## src/rtl/fsh_pkg.sv

```systemverilog
package fsh_pkg;

  // Direction/fill codes: the encoding is the instruction's contract.
  localparam logic [3:0] DF_UP_ZERO  = 4'd0;
  localparam logic [3:0] DF_UP_ONE   = 4'd1;
  localparam logic [3:0] DF_UP_LINK  = 4'd2;
  localparam logic [3:0] DF_DN_ZERO  = 4'd4;
  localparam logic [3:0] DF_DN_ONE   = 4'd5;
  localparam logic [3:0] DF_DN_LINK  = 4'd6;
  localparam logic [3:0] DF_DN_CARRY = 4'd7;
  localparam logic [3:0] DF_DN_NXV   = 4'd8;

  // Operand source and non-register destination codes.
  localparam logic [3:0] SRC_HOME = 4'd6;
  localparam logic [3:0] SRC_DATA = 4'd7;
  localparam logic [3:0] DST_BUS  = 4'd0;
  localparam logic [3:0] DST_ACC  = 4'd1;

  typedef enum logic [2:0] {
    FILL_ZERO,
    FILL_ONE,
    FILL_LINK,
    FILL_CARRY,
    FILL_NXV
  } fill_e;

  typedef struct packed {
    logic  legal;
    logic  down;
    fill_e fill;
  } shift_ctl_t;

  typedef struct packed {
    logic to_reg;
    logic to_acc;
    logic to_bus;
  } dest_t;

endpackage

```

## src/rtl/fsh_code_decode.sv

```systemverilog
module fsh_code_decode
  import fsh_pkg::*;
(
  input  logic [3:0] code,
  output shift_ctl_t ctl
);

  always_comb begin
    ctl = '{legal: 1'b1, down: 1'b0, fill: FILL_ZERO};
    case (code)
      DF_UP_ZERO:  ctl = '{legal: 1'b1, down: 1'b0, fill: FILL_ZERO};
      DF_UP_ONE:   ctl = '{legal: 1'b1, down: 1'b0, fill: FILL_ONE};
      DF_UP_LINK:  ctl = '{legal: 1'b1, down: 1'b0, fill: FILL_LINK};
      DF_DN_ZERO:  ctl = '{legal: 1'b1, down: 1'b1, fill: FILL_ZERO};
      DF_DN_ONE:   ctl = '{legal: 1'b1, down: 1'b1, fill: FILL_ONE};
      DF_DN_LINK:  ctl = '{legal: 1'b1, down: 1'b1, fill: FILL_LINK};
      DF_DN_CARRY: ctl = '{legal: 1'b1, down: 1'b1, fill: FILL_CARRY};
      DF_DN_NXV:   ctl = '{legal: 1'b1, down: 1'b1, fill: FILL_NXV};
      default:     ctl = '{legal: 1'b0, down: 1'b0, fill: FILL_ZERO};
    endcase
  end

endmodule

```

## src/rtl/fsh_route.sv

```systemverilog
module fsh_route
  import fsh_pkg::*;
#(
  parameter int DATA_W = 16
) (
  input  logic              reg_form,
  input  logic [3:0]        src_sel,
  input  logic [3:0]        dst_sel,
  input  logic [DATA_W-1:0] reg_rd,
  input  logic [DATA_W-1:0] acc_rd,
  input  logic [DATA_W-1:0] d_in,
  output logic [DATA_W-1:0] operand,
  output dest_t             dest,
  output logic              route_ok
);

  logic src_home;
  logic src_ok;
  logic dst_ok;

  assign src_home = (src_sel == SRC_HOME);
  assign src_ok   = src_home || (src_sel == SRC_DATA);
  assign dst_ok   = reg_form || (dst_sel == DST_BUS) || (dst_sel == DST_ACC);
  assign route_ok = src_ok && dst_ok;

  always_comb begin
    if (src_home) operand = reg_form ? reg_rd : acc_rd;
    else          operand = d_in;
  end

  always_comb begin
    dest = '0;
    if (reg_form)                 dest.to_reg = 1'b1;
    else if (dst_sel == DST_ACC)  dest.to_acc = 1'b1;
    else                          dest.to_bus = 1'b1;
  end

endmodule

```

## src/rtl/fsh_lane_shift.sv

```systemverilog
module fsh_lane_shift
  import fsh_pkg::*;
#(
  parameter int DATA_W = 16,
  parameter int BYTE_W = 8
) (
  input  logic [DATA_W-1:0] operand,
  input  logic              word_mode,
  input  shift_ctl_t        ctl,
  input  logic              fl_n,
  input  logic              fl_ovr,
  input  logic              fl_c,
  input  logic              fl_link,
  output logic [DATA_W-1:0] result,
  output logic              bit_out,
  output logic              res_n,
  output logic              res_z
);

  localparam int UPPER_W = DATA_W - BYTE_W;

  function automatic logic pick_fill(input fill_e f, input logic n, input logic v,
                                     input logic c, input logic l);
    case (f)
      FILL_ONE:   return 1'b1;
      FILL_LINK:  return l;
      FILL_CARRY: return c;
      FILL_NXV:   return n ^ v;
      default:    return 1'b0;
    endcase
  endfunction

  function automatic logic [DATA_W-1:0] shift_word(input logic [DATA_W-1:0] v,
                                                   input logic down, input logic fb);
    return down ? {fb, v[DATA_W-1:1]} : {v[DATA_W-2:0], fb};
  endfunction

  function automatic logic [BYTE_W-1:0] shift_byte(input logic [BYTE_W-1:0] v,
                                                   input logic down, input logic fb);
    return down ? {fb, v[BYTE_W-1:1]} : {v[BYTE_W-2:0], fb};
  endfunction

  logic              fill_bit;
  logic [DATA_W-1:0] word_res;
  logic [DATA_W-1:0] byte_res;
  logic              word_out;
  logic              byte_out;

  assign fill_bit = pick_fill(ctl.fill, fl_n, fl_ovr, fl_c, fl_link);
  assign word_res = shift_word(operand, ctl.down, fill_bit);
  assign word_out = ctl.down ? operand[0] : operand[DATA_W-1];
  assign byte_out = ctl.down ? operand[0] : operand[BYTE_W-1];

  generate
    if (UPPER_W > 0) begin : g_split
      assign byte_res = {operand[DATA_W-1:BYTE_W],
                         shift_byte(operand[BYTE_W-1:0], ctl.down, fill_bit)};
    end else begin : g_whole
      assign byte_res = word_res;
    end
  endgenerate

  always_comb begin
    if (!ctl.legal) begin
      result  = operand;
      bit_out = 1'b0;
    end else if (word_mode) begin
      result  = word_res;
      bit_out = word_out;
    end else begin
      result  = byte_res;
      bit_out = byte_out;
    end
  end

  assign res_n = word_mode ? result[DATA_W-1] : result[BYTE_W-1];
  assign res_z = word_mode ? (result == '0) : (result[BYTE_W-1:0] == '0);

endmodule

```

## src/rtl/fill_shifter.sv

```systemverilog
module fill_shifter
  import fsh_pkg::*;
#(
  parameter int DATA_W = 16,
  parameter int BYTE_W = 8
) (
  input  logic              clk,
  input  logic              rst_n,
  input  logic              op_valid,
  input  logic              word_mode,
  input  logic              reg_form,
  input  logic [3:0]        src_sel,
  input  logic [3:0]        dst_sel,
  input  logic [3:0]        dir_fill,
  input  logic [DATA_W-1:0] reg_rd,
  input  logic [DATA_W-1:0] acc_rd,
  input  logic [DATA_W-1:0] d_in,
  input  logic              flag_z,
  input  logic              flag_n,
  input  logic              flag_ovr,
  input  logic              flag_c,
  input  logic              flag_link,
  output logic [DATA_W-1:0] y_out,
  output logic              reg_we,
  output logic              acc_we,
  output logic              bus_oe,
  output logic              shift_out,
  output logic              link_out,
  output logic              n_out,
  output logic              z_out,
  output logic              illegal
);

  shift_ctl_t        ctl;
  dest_t             dest;
  logic              route_ok;
  logic              op_ok;
  logic [DATA_W-1:0] operand;
  logic [DATA_W-1:0] shifted;
  logic              lane_out;
  logic              lane_n;
  logic              lane_z;
  logic              out_vld_q;
  logic              mode_q;

  fsh_code_decode u_dec (
    .code (dir_fill),
    .ctl  (ctl)
  );

  fsh_route #(.DATA_W(DATA_W)) u_route (
    .reg_form (reg_form),
    .src_sel  (src_sel),
    .dst_sel  (dst_sel),
    .reg_rd   (reg_rd),
    .acc_rd   (acc_rd),
    .d_in     (d_in),
    .operand  (operand),
    .dest     (dest),
    .route_ok (route_ok)
  );

  fsh_lane_shift #(.DATA_W(DATA_W), .BYTE_W(BYTE_W)) u_lane (
    .operand   (operand),
    .word_mode (word_mode),
    .ctl       (ctl),
    .fl_n      (flag_n),
    .fl_ovr    (flag_ovr),
    .fl_c      (flag_c),
    .fl_link   (flag_link),
    .result    (shifted),
    .bit_out   (lane_out),
    .res_n     (lane_n),
    .res_z     (lane_z)
  );

  assign op_ok = ctl.legal && route_ok;

  always_ff @(posedge clk or negedge rst_n) begin
    if (!rst_n) begin
      y_out     <= '0;
      reg_we    <= 1'b0;
      acc_we    <= 1'b0;
      bus_oe    <= 1'b0;
      shift_out <= 1'b0;
      link_out  <= 1'b0;
      n_out     <= 1'b0;
      z_out     <= 1'b0;
      illegal   <= 1'b0;
      out_vld_q <= 1'b0;
      mode_q    <= 1'b0;
    end else begin
      out_vld_q <= op_valid;
      reg_we    <= op_valid && op_ok && dest.to_reg;
      acc_we    <= op_valid && op_ok && dest.to_acc;
      bus_oe    <= op_valid && op_ok && dest.to_bus;
      if (op_valid) begin
        mode_q  <= word_mode;
        illegal <= !op_ok;
        if (op_ok) begin
          y_out     <= shifted;
          shift_out <= lane_out;
          link_out  <= lane_out;
          n_out     <= lane_n;
          z_out     <= lane_z;
        end else begin
          y_out     <= operand;
          shift_out <= 1'b0;
          link_out  <= flag_link;
          n_out     <= flag_n;
          z_out     <= flag_z;
        end
      end
    end
  end

  AST_ILLEGAL_NO_WRITE: assert property (@(posedge clk) disable iff (!rst_n)
    illegal |-> !(reg_we || acc_we || bus_oe));

  AST_ILLEGAL_PASSES: assert property (@(posedge clk) disable iff (!rst_n)
    (out_vld_q && illegal) |-> (y_out == $past(operand)));

  AST_ONE_DEST: assert property (@(posedge clk) disable iff (!rst_n)
    $onehot0({reg_we, acc_we, bus_oe}));

  AST_LINK_FOLLOWS_SHIFT: assert property (@(posedge clk) disable iff (!rst_n)
    (reg_we || acc_we || bus_oe) |-> (link_out == shift_out));

  AST_UPPER_BYTE_KEPT: assert property (@(posedge clk) disable iff (!rst_n)
    (out_vld_q && !mode_q) |-> (y_out[DATA_W-1:BYTE_W] == $past(operand[DATA_W-1:BYTE_W])));

  AST_ZERO_WORD: assert property (@(posedge clk) disable iff (!rst_n)
    (out_vld_q && mode_q && !illegal) |-> (z_out == (y_out == '0)));

  AST_STROBE_AFTER_VALID: assert property (@(posedge clk) disable iff (!rst_n)
    (reg_we || acc_we || bus_oe) |-> out_vld_q);

endmodule

```

## config.mk

```make
export PLATFORM = sky130hd
export DESIGN_NAME = fill_shifter
export DESIGN_NICKNAME = d
export VERILOG_FILES = /design/src/rtl/fsh_pkg.sv /design/src/rtl/fsh_code_decode.sv /design/src/rtl/fsh_route.sv /design/src/rtl/fsh_lane_shift.sv /design/src/rtl/fill_shifter.sv
export SDC_FILE = /design/constraint.sdc
export NUM_CORES = 1
export LEC_CHECK = 0
export BUFFER_PORTS_ARGS = -buffer_cell sky130_fd_sc_hd__buf_2
export CELL_PAD_IN_SITES_DETAIL_PLACEMENT = 1
export CELL_PAD_IN_SITES_GLOBAL_PLACEMENT = 2
export CORE_UTILIZATION = 25
export CTS_CLUSTER_SIZE = 40
export DETAILED_ROUTE_END_ITERATION = 10
export PLACE_DENSITY_LB_ADDON = 0.1
export SYNTH_ARGS = -nofsm -noshare
export SYNTH_HDL_FRONTEND = slang
export SYNTH_SLANG_ARGS = --single-unit
```

## constraint.sdc

```tcl
create_clock -name clk -period 1.8 [get_ports clk]
set_clock_uncertainty 0.05 [all_clocks]
set_input_delay 0.45 -clock clk [delete_from_list [all_inputs] [get_ports clk]]
set_output_delay 0.45 -clock clk [all_outputs]
set_load 0.1 [all_outputs]
```

==> results of run 1 <==
==> path summary, 6_finish.rpt <==
check	start	end	cells after the start
max reg2reg	z_out	z_out	3
min in group clk	flag_z	z_out	3
min	rst_n	y_out[9]	1
min reg2reg	illegal	illegal	1
max	src_sel[3]	z_out	10
max in group asynchronous	rst_n	y_out[1]	1
==> flip-flops by register name (all words and copies together) (netlist names) <==
register,flops
acc_we,1
reg_we,1
z_out,1
illegal,1
n_out,1
link_out,1
y_out,16
bus_oe,1
shift_out,1
==> critical path, cell delays in order <==
cell       delay [ns]
buf_6            0.10
nor4bb_4         0.35
buf_4            0.18
clkbuf_16        0.14
mux2i_4          0.24
mux2i_1          0.11
mux2_4           0.28
a311oi_2         0.20
a21oi_1          0.10
o21ai_1          0.12
==> report_power, final <==
part           switching (W)  total [W]  internal (W)
Sequential         0.0000262   0.000613      0.000587
Clock               0.000176   0.000372      0.000196
Combinational       0.000696    0.00110      0.000404
Total               0.000898    0.00208       0.00119
==> per-layer routing <==
metal  vias up  global-route usage  routed length (µm)
met5         -                   0                   0
met4         0              0.0417                 138
met3         8              0.0246                 212
met2        45               0.356                4170
met1      1203               0.237                3450
li1       1191                   -                   -
==> per-stage QoR <==
step / total power, W / utilization / TNS, ns / instances / setup WS [ns]
floorplan: 0.00127 / - / -4.34 / 240 / -0.377
global placement: 0.00161 / 0.403 / -11.20 / 488 / -0.678
detailed placement: 0.00162 / 0.403 / -11.61 / 488 / -0.739
CTS: 0.00208 / 0.449 / -3.97 / 503 / -0.329
global route: 0.00219 / 0.461 / -5.08 / 504 / -0.397
finish: 0.00208 / 0.461 / -3.46 / 504 / -0.330
==> cells by family (layout without fill, tap and decap cells) <==
family                 count (synthesis)  after routing  synth area share
AND/OR/NAND/NOR                       80             81             0.185
multiplexers                          45             45             0.243
AO/OA/AOI/OAI                         64             64             0.203
buffers and inverters                 26            187            0.0710
XOR/XNOR                               1              1           0.00428
flip-flops                            24             24             0.294
==> layout by cell type (no fill, tap or decap), types with 2 or more instances in the layout <==
cell type,count
o311ai_2,2
clkbuf_8,4
dfrtp_1,24
mux2_4,11
nor2_1,18
nand2_2,5
nor3_2,2
nand3_1,7
buf_6,16
mux2_2,15
nor2_2,6
and3_1,2
mux2_1,2
nand2_1,21
buf_4,63
mux2i_1,10
a211oi_2,3
o21ai_1,11
inv_1,9
nor3b_1,2
a31oi_1,5
nor2b_4,2
o211ai_1,3
nor3_1,4
mux2i_4,5
o21ai_2,7
buf_2,89
buf_12,2
mux2i_2,2
o21a_1,2
buf_8,2
a21oi_1,7
a21o_1,2
o21ai_0,9
==> layout make-up <==
| type | count | area, µm² | share of cell area |
|---|---|---|---|
| repair buffers | 173 | 1190 | 0.332 |
| well taps | 102 | 128 | 0.0355 |
| flip-flops and latches | 24 | 601 | 0.167 |
| multi-input cells | 191 | 1590 | 0.440 |
| clock buffers | 4 | 55.1 | 0.0153 |
| inverters | 10 | 37.5 | 0.0104 |
==> repair_timing <==
item | 4_1_cts | 5_1_grt
setup endpoints to repair | 20 | 20
buffers inserted | 9 | 2
gates cloned | 2 | 0
pin swaps | 21 | 11
resized for setup | 56 | 25
==> impl_metrics.csv, run 1 <==
group,metric,value,unit
setup_path,worstPathArrival,2.28,ns
die,row_count,32,
sta,relSlewSlack,0.628,
sta,post-route-period-util,1.18,
global_route,track_usage,0.193,
yosys,synth_warnings,0,
pwr,leakage,1.69,nW
outcome,outcome,"complete, but fails checks",
pwr,irDropWorstVdd,0.301,mV
yosys,synth_edf_count,0,
flow_run,maxCapViolCount,0,
sta,rsz0062_at_grt,"true",
sta,setup_slack,-0.330,ns
die,coreArea,7810,µm²
route,drt_iter0_markers,50,
pwr,power_density,579,nW/µm²
yosys,synth_top_area_frac,0.294,
yosys,synth_area,2040,µm²
setup_path,r2r_slack,0.86,ns
yosys,syn-num-nets,310,
global_route,grt_pass1_wl,12.9,mm
place,dpl_cell_area,3150,µm²
clock_tree,cts_made_buffers,3,
sta,fin_crit,2.13,ns
layout,area_delta_synth_final,76.1,%
die,die_w,92.4,µm
setup_path,startpoint_type,"input pin",
layout,drive_gt1_frac,0.624,
setup_path,endpoint_kind,"register",
place,io_buffers,93,
sta,whs,0.106,ns
route,vias_per_cell,4.86,
yosys,post_synth_most_frequent_cells,"nand2_1, dfrtp_1, mux2_2, nor2_1, o21ai_0",
setup_path,crit_fanout,5,
route,drc,0,
place,dpl.hpwl,6.26,mm
yosys,yosys-top-cells-area,"dfrtp_1, mux2_2, mux2i_1",
yosys,synthDistinctLibCells,49,
clock_tree,root_buffer,"clkbuf_8",
clock_tree,cts_buffer_depth,2,
sta,finalHoldViolations,0,
die,die_h,92.4,µm
yosys,ys_async_sr_fraction,1.00,
setup_path,cp.required,1.95,ns
yosys,syn_inst,240,
yosys,ys_seq_area_frac,0.294,
route,drt.antenna.violating_nets,0,
global_route,antenna_found_initial,0,
clock_tree,clk_latency,0.26,ns
route,post_drt_wl_per_cell,15.8,µm
outcome,failed_checks,"setup timing",
yosys,ys.flop_type,"dfrtp_1",
sta,worst-slew-pin-transition,0.557,ns
route,wl,7.97,mm
clock_tree,path_clk_slew,0.09,ns
die,ioPinCount,94,
layout,diodes,0,
route,firstDrtPassIters,6,
global_route,grt_pass1_vias,2569,
yosys,synth_top_cell_by_area,"dfrtp_1",
yosys,synth.most_common_cell,"nand2_1",
sta,setup_viol,20,
global_route,grt_start_max_net_pins,25,
sta,slew_viol_final,0,
layout,fillerInstances,974,
setup_path,crit_type,"in2reg",
die,start_util,0.262,
layout,post-route-cell-area,3600,µm²
clock_tree,numClockSinks,24,
yosys,avgSynthCellArea,8.52,µm²
place,gp_congestion,0.795,
yosys,synth_seq_cells,24,
min_path,min_path_type,"in2async",
sta,fmax,0.469,GHz
die,dieArea,8540,µm²
layout,nNetsFinal,473,
route,num_vias,2447,
clock_tree,h-tree-depth,1,
clock_tree,cts_tree,"done",
clock_tree,hold_buffers,0,
global_route,overflow,0,
Power figures use the tool's default switching activity.
==> inputs of run 2 (changes only) <==
Settings changed: CORE_ASPECT_RATIO set to 0.5, MAX_ROUTING_LAYER set to met4.
==> run 2 against run 1 <==
Effect of this change: the flow still finishes with violations (setup timing); power increased by 10%; first-iteration DRC count increased by 110%; register-to-register slack improved by 0.03 ns; clock power increased by 46%; sequential share of layout area decreased by 0.74 points; non-clock buffer count increased by 11; core utilization increased by 3.3 points; sequential cell count unchanged; count of clock-buffer cells in the layout unchanged; critical path depth increased by 1; routed wire length increased by 14%; fmax decreased by 6.3%; largest cell class unchanged; highest routed layer unchanged.
==> impl_metrics.csv, run 2 (synthesis results as in run 1) <==
group,metric,value,unit
global_route,overflow,0,
setup_path,crit_buf_inv,4,
setup_path,crit_family,"multiplexers",
route,vias_per_cell,4.93,
die,coreArea,7620,µm²
sta,setup_viol,20,
clock_tree,cts_made_buffers,3,
sta,fmax,0.440,GHz
route,firstDrtPassIters,4,
global_route,antenna_found_initial,0,
global_route,grt_pass1_vias,2718,
die,ioPinCount,94,
global_route,track_usage,0.226,
route,post_drt_wl_per_cell,17.5,µm
sta,fin_crit,2.27,ns
layout,final_cell_count_no_fill,521,
layout,largest_reg_flops,16,
setup_path,cp.required,1.94,ns
setup_path,slowest_stage,"nor4bb_4",
sta,finalHoldViolations,0,
sta,worst-slew-pin-transition,0.633,ns
die,die_w,130,µm
flow_run,maxCapViolCount,0,
place,gp_congestion,0.851,
clock_tree,hold_buffers,0,
layout,fillerInstances,921,
clock_tree,root_buffer,"clkbuf_16",
route,num_vias,2571,
place,io_buffers,93,
min_path,min_path_type,"in2async",
clock_tree,h-tree-depth,1,
route,wl,9.10,mm
clock_tree,numClockSinks,24,
setup_path,crit_type,"in2reg",
setup_path,critPathMostFrequentCell,"buf_6",
layout,utilization,0.494,
global_route,grt_pass1_wl,14.1,mm
sta,setup_slack,-0.472,ns
outcome,failed_checks,"setup timing",
layout,diodes,0,
place,dpl.cell_count,490,
die,dieArea,8570,µm²
sta,rsz0062_at_grt,"true",
layout,area_delta_synth_final,84.3,%
pwr,power_density,611,nW/µm²
die,die_h,65.9,µm
layout,nNetsFinal,484,
clock_tree,cts_buffer_depth,2,
sta,slew_viol_final,0,
layout,final_common_cell,"buf_2",
layout,drive_gt1_frac,0.642,
setup_path,endpoint_kind,"register",
clock_tree,cts_tree,"done",
setup_path,max_stage_delay,0.36,ns
outcome,outcome,"complete, but fails checks",
setup_path,startpoint_type,"input pin",
setup_path,path_cells,"buf_6 > nor4bb_4 > buf_12 > buf_8 > buf_6 > mux2i_4 > mux2i_1 > mux2_4 > nor3_2 > nand4b_1 > o21ai_1",
place,dpl_cell_area,3110,µm²
clock_tree,path_clk_slew,0.06,ns
layout,post-route-cell-area,3770,µm²
layout,regMostFlops,"y_out",
route,drt.antenna.violating_nets,0,
pwr,irDropWorstVdd,0.331,mV
route,drc,0,
route,drt_iter0_markers,103,
pwr,leakage,1.76,nW
sta,relSlewSlack,0.573,
layout,mostFrequentLayoutCells,"buf_2, buf_4, dfrtp_1",
setup_path,worstPathArrival,2.41,ns
global_route,grt_start_max_net_pins,25,
die,start_util,0.268,
setup_path,crit_fanout,7,
place,dpl.hpwl,6.41,mm
die,row_count,22,
sta,post-route-period-util,1.26,
clock_tree,clk_latency,0.26,ns
[run 2: cell types whose count changed in the layout (fill, tap and decap cells not counted), moves of 2 or more]
cell | previous run | this run
clkbuf_8 | 4 | 1
buf_6 | 16 | 19
nor2_2 | 6 | 1
mux2i_4 | 5 | 7
nor2_1 | 18 | 21
o21ai_1 | 11 | 16
buf_4 | 63 | 74
o21ai_0 | 9 | 5
nor2_4 | 1 | 3
nor3_1 | 4 | 2
clkbuf_16 | 1 | 3
[run 2: worst paths after layout]
path	to	slack [ns]	depth (start not counted)	startpoint
max	z_out	-0.47	11	src_sel[3]
min	bus_oe	0.13	1	rst_n
max reg2reg	z_out	0.89	3	z_out
min reg2reg	illegal	0.43	1	illegal
max in group asynchronous	y_out[1]	1.18	1	rst_n
min in group clk	acc_we	0.40	3	dst_sel[0]
[run 2: stage by stage]
stage | total power [W] | setup TNS, ns | hold WS, ns | worst slack (ns)
2_1_floorplan | 0.00127 | -4.34 | 0.104 | -0.377
3_3_place_gp | 0.00159 | -10.22 | 0.412 | -0.642
3_5_place_dp | 0.00161 | -11.74 | 0.420 | -0.701
4_1_cts | 0.00227 | -4.42 | 0.145 | -0.406
5_1_grt | 0.00240 | -6.99 | 0.166 | -0.605
6_report | 0.00230 | -5.45 | 0.131 | -0.472
[run 2: per-layer routing]
metal / global-route usage / routed length, µm / up-vias
li1: - / - / 1218
met5: - / 0 / -
met4: 0.0291 / 86 / 0
met2: 0.393 / 4390 / 69
met1: 0.281 / 4240 / 1272
met3: 0.0437 / 380 / 12
[run 2: timing repair]
item | 4_1_cts | 5_1_grt
gates resized for setup | 72 | 23
cloned | 2 | 0
buffers inserted | 21 | 6
pin swaps | 18 | 19
setup endpoints to repair | 20 | 23
[run 2: cell type report]
cell class                 instances  area, µm²  area share
multi-input combinational        191       1640       0.435
timing repair buffer             184       1260       0.336
sequential                        24        601       0.159
tap                              108        135      0.0359
clock buffer                       4       88.8      0.0236
inverter                          10       37.5     0.00996
[run 2: report_power, final]
group	total [W]	switching (W)	internal, W
Sequential	0.000614	0.0000266	0.000588
Clock	0.000542	0.000201	0.000340
Combinational	0.00115	0.000727	0.000420
==> inputs of run 3 (changes only) <==
Settings changed: SKIP_CTS_REPAIR_TIMING set to 1.
==> run 3 against run 2 <==
Effect of this change: largest power group unchanged; clock power hardly changed; combinational power fell by 4%; routed wire length is 5.7% lower; critical path type unchanged; the flow still finishes with violations (setup timing); fmax down 1.0%; die area did not move; cell area down 4.2%; worst setup slack worse by 0.024 ns.
==> impl_metrics.csv, run 3 (synthesis results as in run 1) <==
group,metric,value,unit
setup_path,crit_fanout,7,
sta,worst-slew-pin-transition,0.664,ns
sta,fin_crit,2.30,ns
route,num_vias,2461,
setup_path,cp.required,1.94,ns
sta,finalHoldViolations,0,
place,dpl.hpwl,6.41,mm
route,vias_per_cell,4.85,
pwr,leakage,1.68,nW
layout,drive_gt1_frac,0.617,
setup_path,worstPathArrival,2.43,ns
setup_path,crit_type,"in2reg",
global_route,grt_pass1_wl,12.7,mm
sta,relSlewSlack,0.552,
layout,regMostFlops,"y_out",
clock_tree,clk_latency,0.26,ns
clock_tree,h-tree-depth,1,
die,row_count,22,
die,die_w,130,µm
setup_path,r2r_slack,0.89,ns
sta,post-route-period-util,1.28,
place,io_buffers,93,
route,drt.antenna.violating_nets,0,
clock_tree,path_clk_slew,0.06,ns
setup_path,r2r_cells,3,
pwr,irDropWorstVdd,0.332,mV
setup_path,r2r_end,"z_out",
setup_path,r2r_start,"z_out",
setup_path,path_cells,"buf_6 > nor4bb_4 > buf_4 > buf_12 > mux2_4 > and2_4 > o31ai_4 > a21boi_2 > nand4b_1 > o21ai_1",
sta,fmax,0.436,GHz
die,coreArea,7620,µm²
pwr,power_density,624,nW/µm²
global_route,overflow,0,
route,drt_iter0_markers,78,
sta,slew_viol_final,0,
clock_tree,cts_buffer_depth,2,
setup_path,max_stage_delay,0.33,ns
min_path,min_path_type,"in2async",
die,die_h,65.9,µm
clock_tree,root_buffer,"clkbuf_16",
layout,largest_reg_flops,16,
layout,utilization,0.474,
layout,diodes,0,
place,gp_congestion,0.851,
setup_path,slowest_stage,"mux2_4",
sta,rsz0062_at_grt,"true",
global_route,grt_start_max_net_pins,25,
layout,area_delta_synth_final,76.6,%
sta,setup_viol,20,
die,ioPinCount,94,
global_route,antenna_found_initial,0,
route,drc,0,
setup_path,startpoint_type,"input pin",
setup_path,crit_buf_inv,3,
die,start_util,0.268,
global_route,track_usage,0.201,
die,dieArea,8570,µm²
sta,tns,-4.23,ns
clock_tree,cts_tree,"done",
route,firstDrtPassIters,4,
layout,final_common_cell,"buf_2",
route,post_drt_wl_per_cell,16.9,µm
setup_path,endpoint_kind,"register",
global_route,grt_pass1_vias,2525,
layout,mostFrequentLayoutCells,"buf_2, buf_4, dfrtp_1",
outcome,failed_checks,"setup timing",
layout,nNetsFinal,470,
setup_path,crit_family,"compound AO/OA/AOI/OAI gates",
sta,setup_slack,-0.496,ns
outcome,outcome,"complete, but fails checks",
clock_tree,cts_made_buffers,3,
route,wl,8.58,mm
flow_run,maxCapViolCount,0,
clock_tree,numClockSinks,24,
[run 3: changes by cell type in the layout (fill, tap and decap cells not counted), sizes merged]
cell    previous run  this run
buf              184       168
clkbuf             4         6
[run 3: metal layers]
metal | track usage | vias up | part of all wire
met5 | - | - | 0
met4 | 0.0233 | 0 | 0.0047
met3 | 0.0429 | 6 | 0.048
met2 | 0.344 | 60 | 0.48
met1 | 0.253 | 1207 | 0.47
li1 | - | 1188 | -
[run 3: report_power, final]
| part | internal (W) | switching [W] | total, W |
|---|---|---|---|
| registers | 0.000588 | 0.0000262 | 0.000614 |
| logic | 0.000391 | 0.000708 | 0.00110 |
| clock network | 0.000340 | 0.000201 | 0.000541 |
| total | 0.00132 | 0.000934 | 0.00225 |
[run 3: through the flow]
step	power, W	setup slack [ns]	hold WS (ns)	cells	instance area, µm²
final	0.00225	-0.496	0.129	507	3610
after global routing	0.00236	-0.588	0.166	507	3610
after CTS	0.00216	-0.458	0.145	494	3200
after detailed placement	0.00161	-0.701	0.420	490	3110
after global placement	0.00159	-0.642	0.412	490	3110
after floorplan	0.00127	-0.377	0.104	240	2120
[run 3: worst max path at each step]
stage | end | depth (start not counted) | startpoint
floorplan | z_out | 9 | src_sel[3]
global placement | z_out | 11 | src_sel[3]
detailed placement | z_out | 9 | src_sel[3]
CTS | z_out | 9 | src_sel[3]
global route | z_out | 11 | src_sel[0]
finish | z_out | 10 | src_sel[0]
[run 3: final cells by class]
cell class / instances / area [µm²]
inverters: 10 / 37.5
multi-input cells: 191 / 1610
flip-flops and latches: 24 / 601
fillers: 917 / 4010
well taps: 108 / 135
repair buffers: 170 / 1140
clock buffers: 4 / 88.8
